<file path="config.mk">
export PLATFORM = sky130hd
export DESIGN_NAME = signed_addsub_display
export DESIGN_NICKNAME = d
export VERILOG_FILES = /design/src/rtl/sdisp_pkg.sv /design/src/rtl/sd_addsub.sv /design/src/rtl/sd_magnitude.sv /design/src/rtl/sd_scan.sv /design/src/rtl/signed_addsub_display.sv
export SDC_FILE = /design/constraint.sdc
export NUM_CORES = 1
export LEC_CHECK = 0
export ABC_AREA = 0
export BUFFER_PORTS_ARGS = -buffer_cell sky130_fd_sc_hd__buf_4
export CAP_MARGIN = 20
export CORE_ASPECT_RATIO = 0.75
export CORE_MARGIN = 2
export CORE_UTILIZATION = 55
export DETAILED_ROUTE_END_ITERATION = 8
export HOLD_SLACK_MARGIN = 0.1
export PLACE_DENSITY = 0.83
export REMOVE_ABC_BUFFERS = 1
export SLEW_MARGIN = 20
export SYNTH_ARGS = -nofsm -noshare
export SYNTH_HDL_FRONTEND = slang
export SYNTH_HIERARCHICAL = 1
export SYNTH_SLANG_ARGS = --single-unit
</file>
<file path="constraint.sdc">
create_clock -name clk -period 3.1 [get_ports clk]
set_input_delay 0.62 -clock clk [delete_from_list [all_inputs] [get_ports clk]]
set_output_delay 0.62 -clock clk [all_outputs]
set_load 0.005 [all_outputs]
</file>
<file path="src/rtl/sdisp_pkg.sv">
package sdisp_pkg;
  // Operand width: a single decimal digit can hold the full result range only at 3 bits.
  localparam int DATA_W = 3;
  localparam int RES_W  = DATA_W + 1;

  localparam logic [6:0] SEG_BLANK_N = 7'b1111111;
  localparam logic [6:0] SEG_MINUS_N = 7'b0111111;

  // Active-low pattern, bit 0 = segment a ... bit 6 = segment g
  function automatic logic [6:0] digit_to_seg_n(input logic [RES_W-1:0] d);
    logic [6:0] on;
    case (d)
      4'd0: on = 7'b0111111;
      4'd1: on = 7'b0000110;
      4'd2: on = 7'b1011011;
      4'd3: on = 7'b1001111;
      4'd4: on = 7'b1100110;
      4'd5: on = 7'b1101101;
      4'd6: on = 7'b1111101;
      4'd7: on = 7'b0000111;
      4'd8: on = 7'b1111111;
      default: on = 7'b0000000;
    endcase
    return ~on;
  endfunction
endpackage

</file>
<file path="src/rtl/sd_addsub.sv">
module sd_addsub #(
  parameter int W = 3
) (
  input  logic [W-1:0] a,
  input  logic [W-1:0] b,
  input  logic         sub,
  output logic [W:0]   res
);
  logic [W:0]   carry;
  logic [W-1:0] b_x;
  logic [W-1:0] s;

  assign carry[0] = sub;
  assign b_x      = b ^ {W{sub}};

  generate
    for (genvar i = 0; i < W; i++) begin : g_bit
      assign s[i]       = a[i] ^ b_x[i] ^ carry[i];
      assign carry[i+1] = (a[i] & b_x[i]) | (carry[i] & (a[i] ^ b_x[i]));
    end
  endgenerate

  // Overflow picks the extension bit: carry-out when the top carries disagree.
  assign res = {(carry[W] ^ carry[W-1]) ? carry[W] : s[W-1], s};
endmodule

</file>
<file path="src/rtl/sd_magnitude.sv">
module sd_magnitude #(
  parameter int RW = 4
) (
  input  logic [RW-1:0] res,
  output logic          neg,
  output logic [RW-1:0] mag
);
  assign neg = res[RW-1];
  assign mag = neg ? (~res + RW'(1)) : res;
endmodule

</file>
<file path="src/rtl/sd_scan.sv">
module sd_scan
  import sdisp_pkg::*;
#(
  parameter int REFRESH_CYCLES = 100000,
  parameter int NUM_POS        = 4,
  parameter int DIGIT_POS      = 0,
  parameter int SIGN_POS       = 1
) (
  input  logic               clk,
  input  logic               rst_n,
  input  logic               neg,
  input  logic [RES_W-1:0]   mag,
  output logic [6:0]         seg_n,
  output logic [NUM_POS-1:0] an_n
);
  localparam int CNT_W = (REFRESH_CYCLES > 1) ? $clog2(REFRESH_CYCLES) : 1;
  localparam logic [CNT_W-1:0]   CNT_LAST = CNT_W'(REFRESH_CYCLES - 1);
  localparam logic [NUM_POS-1:0] DIGIT_ON_N = ~(NUM_POS'(1) << DIGIT_POS);
  localparam logic [NUM_POS-1:0] SIGN_ON_N  = ~(NUM_POS'(1) << SIGN_POS);
  localparam logic [NUM_POS-1:0] USED_MASK  = ~(DIGIT_ON_N & SIGN_ON_N);

  logic [CNT_W-1:0]   cnt;
  logic               phase;
  logic [NUM_POS-1:0] an_next;
  logic [6:0]         seg_next;

  always_comb begin
    if (neg && phase) begin
      an_next  = SIGN_ON_N;
      seg_next = SEG_MINUS_N;
    end else begin
      an_next  = DIGIT_ON_N;
      seg_next = digit_to_seg_n(mag);
    end
  end

  always_ff @(posedge clk) begin
    if (!rst_n) begin
      cnt   <= '0;
      phase <= 1'b0;
      an_n  <= '1;
      seg_n <= SEG_BLANK_N;
    end else begin
      if (cnt == CNT_LAST) begin
        cnt   <= '0;
        phase <= ~phase;
      end else begin
        cnt <= cnt + CNT_W'(1);
      end
      an_n  <= an_next;
      seg_n <= seg_next;
    end
  end

  // at most one position lit, unused positions never lit
  a_r7_unused_dark: assert property (@(posedge clk) disable iff (!rst_n)
    ($countones(~an_n) <= 1) && (&(an_n | USED_MASK)));

  // a nonnegative value keeps the digit position alone
  a_r4_single_position: assert property (@(posedge clk) disable iff (!rst_n)
    !neg |=> (an_n == DIGIT_ON_N));

  // the sign position only ever carries the minus pattern
  a_r5_minus_pattern: assert property (@(posedge clk) disable iff (!rst_n)
    (an_n == SIGN_ON_N) |-> (seg_n == SEG_MINUS_N));

  // lit digit position shows the magnitude registered one edge before
  a_r8_digit_follows: assert property (@(posedge clk) disable iff (!rst_n)
    (an_next == DIGIT_ON_N) |=> (seg_n == digit_to_seg_n($past(mag))));
endmodule

</file>
<file path="src/rtl/signed_addsub_display.sv">
module signed_addsub_display
  import sdisp_pkg::*;
#(
  parameter int REFRESH_CYCLES = 100000,
  parameter int NUM_POS        = 4
) (
  input  logic               clk,
  input  logic               rst_n,
  input  logic [DATA_W-1:0]  op_a,
  input  logic [DATA_W-1:0]  op_b,
  input  logic               sub_mode,
  output logic [6:0]         seg_n,
  output logic [NUM_POS-1:0] an_n
);
  logic [RES_W-1:0] result;
  logic             neg;
  logic [RES_W-1:0] mag;

  sd_addsub #(.W(DATA_W)) u_addsub (
    .a   (op_a),
    .b   (op_b),
    .sub (sub_mode),
    .res (result)
  );

  sd_magnitude #(.RW(RES_W)) u_mag (
    .res (result),
    .neg (neg),
    .mag (mag)
  );

  sd_scan #(
    .REFRESH_CYCLES (REFRESH_CYCLES),
    .NUM_POS        (NUM_POS),
    .DIGIT_POS      (0),
    .SIGN_POS       (1)
  ) u_scan (
    .clk   (clk),
    .rst_n (rst_n),
    .neg   (neg),
    .mag   (mag),
    .seg_n (seg_n),
    .an_n  (an_n)
  );

  // result equals the exact signed arithmetic, never wrapped
  logic signed [RES_W:0] exact;
  always_comb begin
    if (sub_mode)
      exact = $signed({{2{op_a[DATA_W-1]}}, op_a}) - $signed({{2{op_b[DATA_W-1]}}, op_b});
    else
      exact = $signed({{2{op_a[DATA_W-1]}}, op_a}) + $signed({{2{op_b[DATA_W-1]}}, op_b});
  end

  a_r3_no_overflow: assert property (@(posedge clk) disable iff (!rst_n)
    (result == exact[RES_W-1:0]) && (exact[RES_W] == exact[RES_W-1]));
endmodule

</file>
==> flow_summary_export.csv, run 1 <==
group,metric,value,unit
sta,worst_pin_slew,633,ps
die,die_area,2840,um2
layout,final_nets,187,
clock_tree,cts_sinks,27,
global_routing,grt_overflow,0,
place,dp_cells,198,
die,io_pins,20,
die,core,2310,um2
worst_setup_path,crit_start,"sub_mode",
global_routing,antenna_found_initial,0,
worst_setup_path,reg2reg_to,"u_scan/cnt[3]",
place,gp_congestion,0.805,
yosys,ys_top_cells_by_area,"dfxtp_1 (40%), xnor2_1 (9.2%), ha_1 (6.6%)",
sta,fin_crit_sh,85.2,%
routing,ant_nets,0,
power_and_ir_drop,p_leak,0.000589,uW
routing,via_per_inst,5.14,
yosys,synth.largest_area_cell,"dfxtp_1",
worst_setup_path,crit_required,3290,ps
place,port_buffers,17,
layout,fin_area,1500,um2
layout,synthToLayoutAreaGrowth,12.5,%
routing,first_pass_iters,4,
clock_tree,postCtsSetupRepairBufs,0,
clock_tree,cts_hold_buf,0,
yosys,syn_area,1340,um2
sta,min_period,2640,ps
sta,slew_headroom,57.8,%
yosys,synth.most_common_cell,"dfxtp_1",
global_routing,grt_max_degree,16,
layout,n_antenna_cell,0,
worst_setup_path,r2r_start,"u_scan/cnt[8]",
yosys,muxShareOfSynthArea,1.50,%
power_and_ir_drop,peakVddDrop,287,uV
yosys,synth_cell_types,29,
die,initial_core_util,57.8,%
worst_setup_path,critPathLaunchType,"input port",
worst_setup_path,cp_max_fo,5,
worst_setup_path,worstPathArrival,2830,ps
sta,fmaxAchievable,379,MHz
yosys,ys.flop_type,"dfxtp_1",
clock_tree,tritoncts,"yes",
die,chipHeight,46.7,um
yosys,synth_compound_gate_area_share,5.25,%
run,max_cap_violations,0,
die,num_rows,15,
worst_setup_path,endpoint,"u_scan/seg_n[0]",
worst_setup_path,criticalPathCategory,"input port to flop",
global_routing,grt_pass1_wl,3.97,mm
routing,dr_total_vias,1038,
routing,drcViolationCount,0,
sta,rsz0062_at_grt,"false",
place,dpl_cell_area,1480,um2
layout,regArea,541,um2
worst_setup_path,critPathCaptureType,"flop",
run_status,status,"finished, final reports clean",
yosys,synthCells,151,
layout,drive_above_1_share,14.3,%
clock_tree,cts_buffer_depth,2,
sta,setup_violations,0,
min_path,hp-class,"flop to flop",
layout,instances_no_fill,202,
clock_tree,cts_resized,0,
sta,finalClockSkew,5.80,ps
die,die_x,60.9,um
yosys,yosys_warnings,6,
global_routing,grt_use_total,19.8,%
worst_setup_path,reg2reg_depth,4,
clock_tree,root_buffer,"clkbuf_4",
power_and_ir_drop,powerDensity,480,nW/um2
yosys,synth_top_area_share,40.5,%
yosys,synth_edf_count,0,
routing,dr.first_iter.drc_count,22,
worst_setup_path,regToRegSetupSlack,1000,ps
yosys,synth_commonest_cells,"dfxtp_1 (27), nor2_1 (20), xnor2_1 (14)",
place,hpwl,1.90,mm
clock_tree,clk_latency,320,ps
sta,drv_slew,0,
clock_tree,cts_made_buffers,3,
yosys,syn_area_per_cell,8.84,um2
sta,finalHoldViolCount,0,
yosys,yosysSeqAreaShare,40.5,%
yosys,yosys.area_share.adder,9.56,%
yosys,ys_ff_latch,27,
clock_tree,h-tree-depth,1,
global_routing,grt_pass1_vias,946,
yosys,synth-xor-area-share,12.5,%
layout,utilization,65.0,%
sta,fin_tns_setup,0,ps
routing,drt_wl_total,2.39,mm
yosys,postSynth.asyncResetShare,0,%
clock_tree,clk_pin_slew_worst_paths,130,ps
routing,wl_per_cell,11.8,um
layout,fillCellCount,190,
layout,multiInputGateArea,716,um2
yosys,synth_top_family_by_area,"simple AND/OR/NAND/NOR gates",
yosys,synthSimpleGateAreaFrac,24.3,%
## power by group
part           internal [uW]  switching [uW]
clock                   50.4            93.5
sequential               376            9.18
combinational           92.0            99.2
total                    518             202
## worst max-delay path, cell delays in order
cell and delay, ps:
buf_4 130, xnor2_1 200, fa_1 450, inv_1 90, inv_1 60, ha_1 270
nand2_1 60, o21ai_1 110, inv_1 120, ha_1 170, nand2b_1 90, a21oi_1 300
o21ai_0 160
## metal layers
layer / part of all wire, % / wire length, um / GRT usage (%)
met1: 44 / 1060 / 22.9
met2: 51 / 1210 / 35.9
met3: 3.8 / 92 / 5.90
met4: 0.96 / 23 / 5.22
met5: 0 / 0 / 0
## kinds of logic (layout without fill, tap and decap cells)
logic type | Yosys count | in the layout
xor gates and xnor gates | 19 | 19
AOI/OAI and AO/OA | 12 | 12
and+or+nand+nor | 64 | 64
DFF | 27 | 27
other | 1 | 2
muxes | 2 | 2
buffers and inverters | 17 | 33
adders and majority gates | 9 | 9
## final cells by class
type,instances,area share (%)
Timing Repair Buffer,18,9.00
Inverter,11,2.75
Sequential cell,27,36.0
Multi-Input combinational cell,108,47.7
Tap cell,34,2.83
Clock buffer,4,1.75
## placed cells by master (no fill, tap or decap), drive strengths merged, types with 2 or more instances in the layout
| cell type | synthesis | routed |
|---|---|---|
| conb | 1 | 2 |
| or3 | 2 | 2 |
| xnor2 | 14 | 14 |
| nand2b | 4 | 4 |
| nor2 | 20 | 20 |
| dfxtp | 27 | 27 |
| inv | 11 | 11 |
| nand3 | 8 | 8 |
| nand4 | 5 | 5 |
| nor4 | 6 | 6 |
| mux2i | 2 | 2 |
| buf | 5 | 18 |
| fa | 2 | 2 |
| nand2 | 12 | 12 |
| nor3 | 3 | 3 |
| xor2 | 5 | 5 |
| clkbuf | 1 | 4 |
| ha | 7 | 7 |
| o21ai | 6 | 6 |
| a21oi | 4 | 4 |
## worst min-delay path by stage
stage,from,end,cells past startpoint
floorplan,u_scan/phase,u_scan/an_n[1],1
global placement,u_scan/phase,u_scan/an_n[1],1
detailed placement,u_scan/phase,u_scan/an_n[1],1
CTS,u_scan/phase,u_scan/an_n[1],1
global route,u_scan/phase,u_scan/an_n[1],1
finish,u_scan/cnt[0],u_scan/cnt[0],1
## registers in the layout, indices dropped and copies added, names as in the netlist
register and cells:
u_scan/an_n 2, u_scan/phase 1, u_scan/seg_n 7, u_scan/cnt 17
## per-stage QoR
stage	hold slack (ps)	setup WS (ps)	total power, uW
2_1_floorplan	386	486	508
5_1_grt	458	256	774
6_report	453	460	720
4_1_cts	456	474	729
3_5_place_dp	425	119	587
3_3_place_gp	403	258	575
No activity file was read; power rests on OpenSTA's default activity.
==> run 2, diff against run 1 <==
Settings changed: PLACE_DENSITY 0.83 to not set, PLACE_DENSITY_LB_ADDON set to 0.1, SYNTH_HIERARCHICAL 1 to not set.
==> flow_summary_export.csv, run 2 <==
group,metric,value,unit
yosys,ys.flop_type,"dfxtp_1",
worst_setup_path,cp_common_cell,"mux2i_1",
layout,fillCellCount,203,
sta,min_period,2560,ps
layout,synthToLayoutAreaGrowth,11.7,%
sta,worst_pin_slew,610,ps
sta,fin_crit_sh,82.5,%
layout,instances_no_fill,204,
yosys,synth.most_common_cell,"dfxtp_1",
place,pre_cts_ws,209,ps
yosys,synth_edf_count,0,
routing,ant_nets,0,
sta,rsz0062_at_grt,"false",
routing,drt_wl_total,2.37,mm
clock_tree,cts_hold_buf,0,
power_and_ir_drop,p_leak,0.000651,uW
worst_setup_path,critPathLaunchType,"input port",
routing,drcViolationCount,0,
layout,mostFrequentLayoutCell,"dfxtp_1",
yosys,ys_ff_latch,27,
clock_tree,clk_latency,310,ps
routing,dr_total_vias,1035,
sta,finalClockSkew,1.75,ps
routing,first_pass_iters,4,
yosys,syn_area_per_cell,9.03,um2
sta,setup_slack,541,ps
clock_tree,cts_made_buffers,3,
layout,reg.largest.list,"u_scan.cnt x17, u_scan.seg_n x7, u_scan.an_n x2",
clock_tree,cts_resized,0,
place,port_buffers,17,
layout,n_antenna_cell,0,
place,gp_congestion,0.770,
worst_setup_path,cp_max_fo,5,
sta,finalHoldViolCount,0,
power_and_ir_drop,powerDensity,452,nW/um2
layout,utilization,65.8,%
worst_setup_path,max_stage_delay,500,ps
yosys,synthCells,153,
layout,largest_reg_flops,17,
die,initial_core_util,58.9,%
worst_setup_path,crit_path_cell_trace,"buf_4 > xnor2_1 > fa_1 > mux2i_1 > mux2i_1 > inv_1 > ha_1 > nor3b_1 > o31ai_1",
routing,via_per_inst,5.07,
sta,slew_headroom,59.0,%
yosys,synth.largest_area_cell,"dfxtp_1",
worst_setup_path,crit_required,3330,ps
run_status,status,"finished, final reports clean",
yosys,ys_top_cells_by_area,"dfxtp_1 (39%), xor2_1 (8.2%), ha_1 (6.3%)",
clock_tree,root_buffer,"clkbuf_4",
die,die_x,61.9,um
worst_setup_path,cpMaxStageDelayCell,"fa_1",
run,max_cap_violations,0,
layout,regMostFlops,"u_scan.cnt",
global_routing,grt_overflow,0,
clock_tree,clk_pin_slew_worst_paths,130,ps
yosys,synth_top_area_share,39.1,%
die,io_pins,20,
worst_setup_path,worstPathArrival,2790,ps
global_routing,grt_use_total,19.8,%
sta,setup_violations,0,
layout,multiInputGateArea,776,um2
clock_tree,tritoncts,"yes",
yosys,syn_area,1380,um2
global_routing,grt_max_degree,16,
die,die_area,2930,um2
layout,final_nets,188,
worst_setup_path,criticalPathCategory,"input port to flop",
layout,drive_above_1_share,16.5,%
layout,regArea,541,um2
die,chipHeight,47.4,um
die,num_rows,15,
power_and_ir_drop,p_total,697,uW
global_routing,antenna_found_initial,0,
layout,final_cell_mix,"dfxtp_1 (27), nor2_1 (19), buf_4 (17)",
min_path,hp-class,"flop to flop",
global_routing,grt_pass1_wl,4.07,mm
clock_tree,h-tree-depth,1,
clock_tree,cts_buffer_depth,2,
yosys,postSynth.asyncResetShare,0,%
worst_setup_path,critPathCaptureType,"flop",
sta,fin_tns_setup,0,ps
yosys,yosys_warnings,0,
clock_tree,postCtsSetupRepairBufs,0,
die,core,2350,um2
yosys,synth_commonest_cells,"dfxtp_1 (27), nor2_1 (19), xor2_1 (13)",
routing,wl_per_cell,11.6,um
yosys,synth_cell_types,40,
clock_tree,cts_sinks,27,
place,hpwl,1.87,mm
sta,drv_slew,0,
place,dp_cells,200,
routing,dr.first_iter.drc_count,45,
global_routing,grt_pass1_vias,949,
sta,fmaxAchievable,391,MHz
power_and_ir_drop,peakVddDrop,204,uV
yosys,yosysSeqAreaShare,39.1,%
-- run 2: cell count changes in the layout (fill, tap and decap cells not counted), moves of 3 or more --
| cell | change |
|---|---|
| xnor2_1 | -8 |
| inv_1 | -4 |
| xor2_1 | +8 |
| nor4_1 | -5 |
| nand2b_1 | -3 |
| and2_1 | +4 |
-- run 2: final cells by class --
cell class              count  share of cell area [%]
inverters                   8                    1.95
multi-input cells         114                    50.3
well taps                  34                    2.76
flip-flops and latches     27                    35.0
clock buffers               4                    1.70
repair buffers             17                    8.27
-- run 2: kinds of logic (layout without fill, tap and decap cells) --
family / after synthesis / after routing / share of synthesized area, %
other: 1 / 2 / 0.271
adder cells (fa/ha/maj): 8 / 8 / 7.79
XOR/XNOR: 20 / 20 / 13.2
AO/OA/AOI/OAI: 13 / 13 / 5.62
buffers and inverters: 13 / 29 / 4.98
multiplexers: 4 / 4 / 2.90
AND/OR/NAND/NOR: 67 / 67 / 26.1
flip-flops: 27 / 27 / 39.1
-- run 2: worst paths after layout --
kind                               startpoint              end  slack [ps]  cells after the start
worst max-delay path                 sub_mode  u_scan.seg_n[3]         540                      9
worst max register to register  u_scan.cnt[0]    u_scan.cnt[6]        1410                      6
worst min register to register   u_scan.phase   u_scan.an_n[1]         470                      1
worst min-delay path             u_scan.phase   u_scan.an_n[1]         470                      1
-- run 2: worst max-delay path: cells and delay by family --
family / cells / cell delay [ps]
and+or+nand+nor: 1 / 140
AOI/OAI and AO/OA: 1 / 250
muxes: 2 / 630
adders and majority gates: 2 / 800
buffers and inverters: 2 / 210
xor gates and xnor gates: 1 / 150
-- run 2: power by group --
group	internal, uW	switching (uW)
Sequential	369	7.31
Combinational	86.7	88.9
Clock	50.3	94.8
-- run 2: through the flow --
step                      instance area (um2)  hold slack (ps)
after floorplan                          1350              408
after global placement                   1520              434
after detailed placement                 1520              440
after CTS                                1540              472
after global routing                     1540              496
final                                    1540              472
-- run 2: routing by layer --
layer,global-route usage [%],share of wire [%],wire [um],vias to the layer above
met5,0,0,0,-
met4,6.81,0.63,15,0
met3,6.89,4.4,105,2
met2,30.5,44,1040,28
met1,26.0,51,1220,463
li1,-,-,-,542
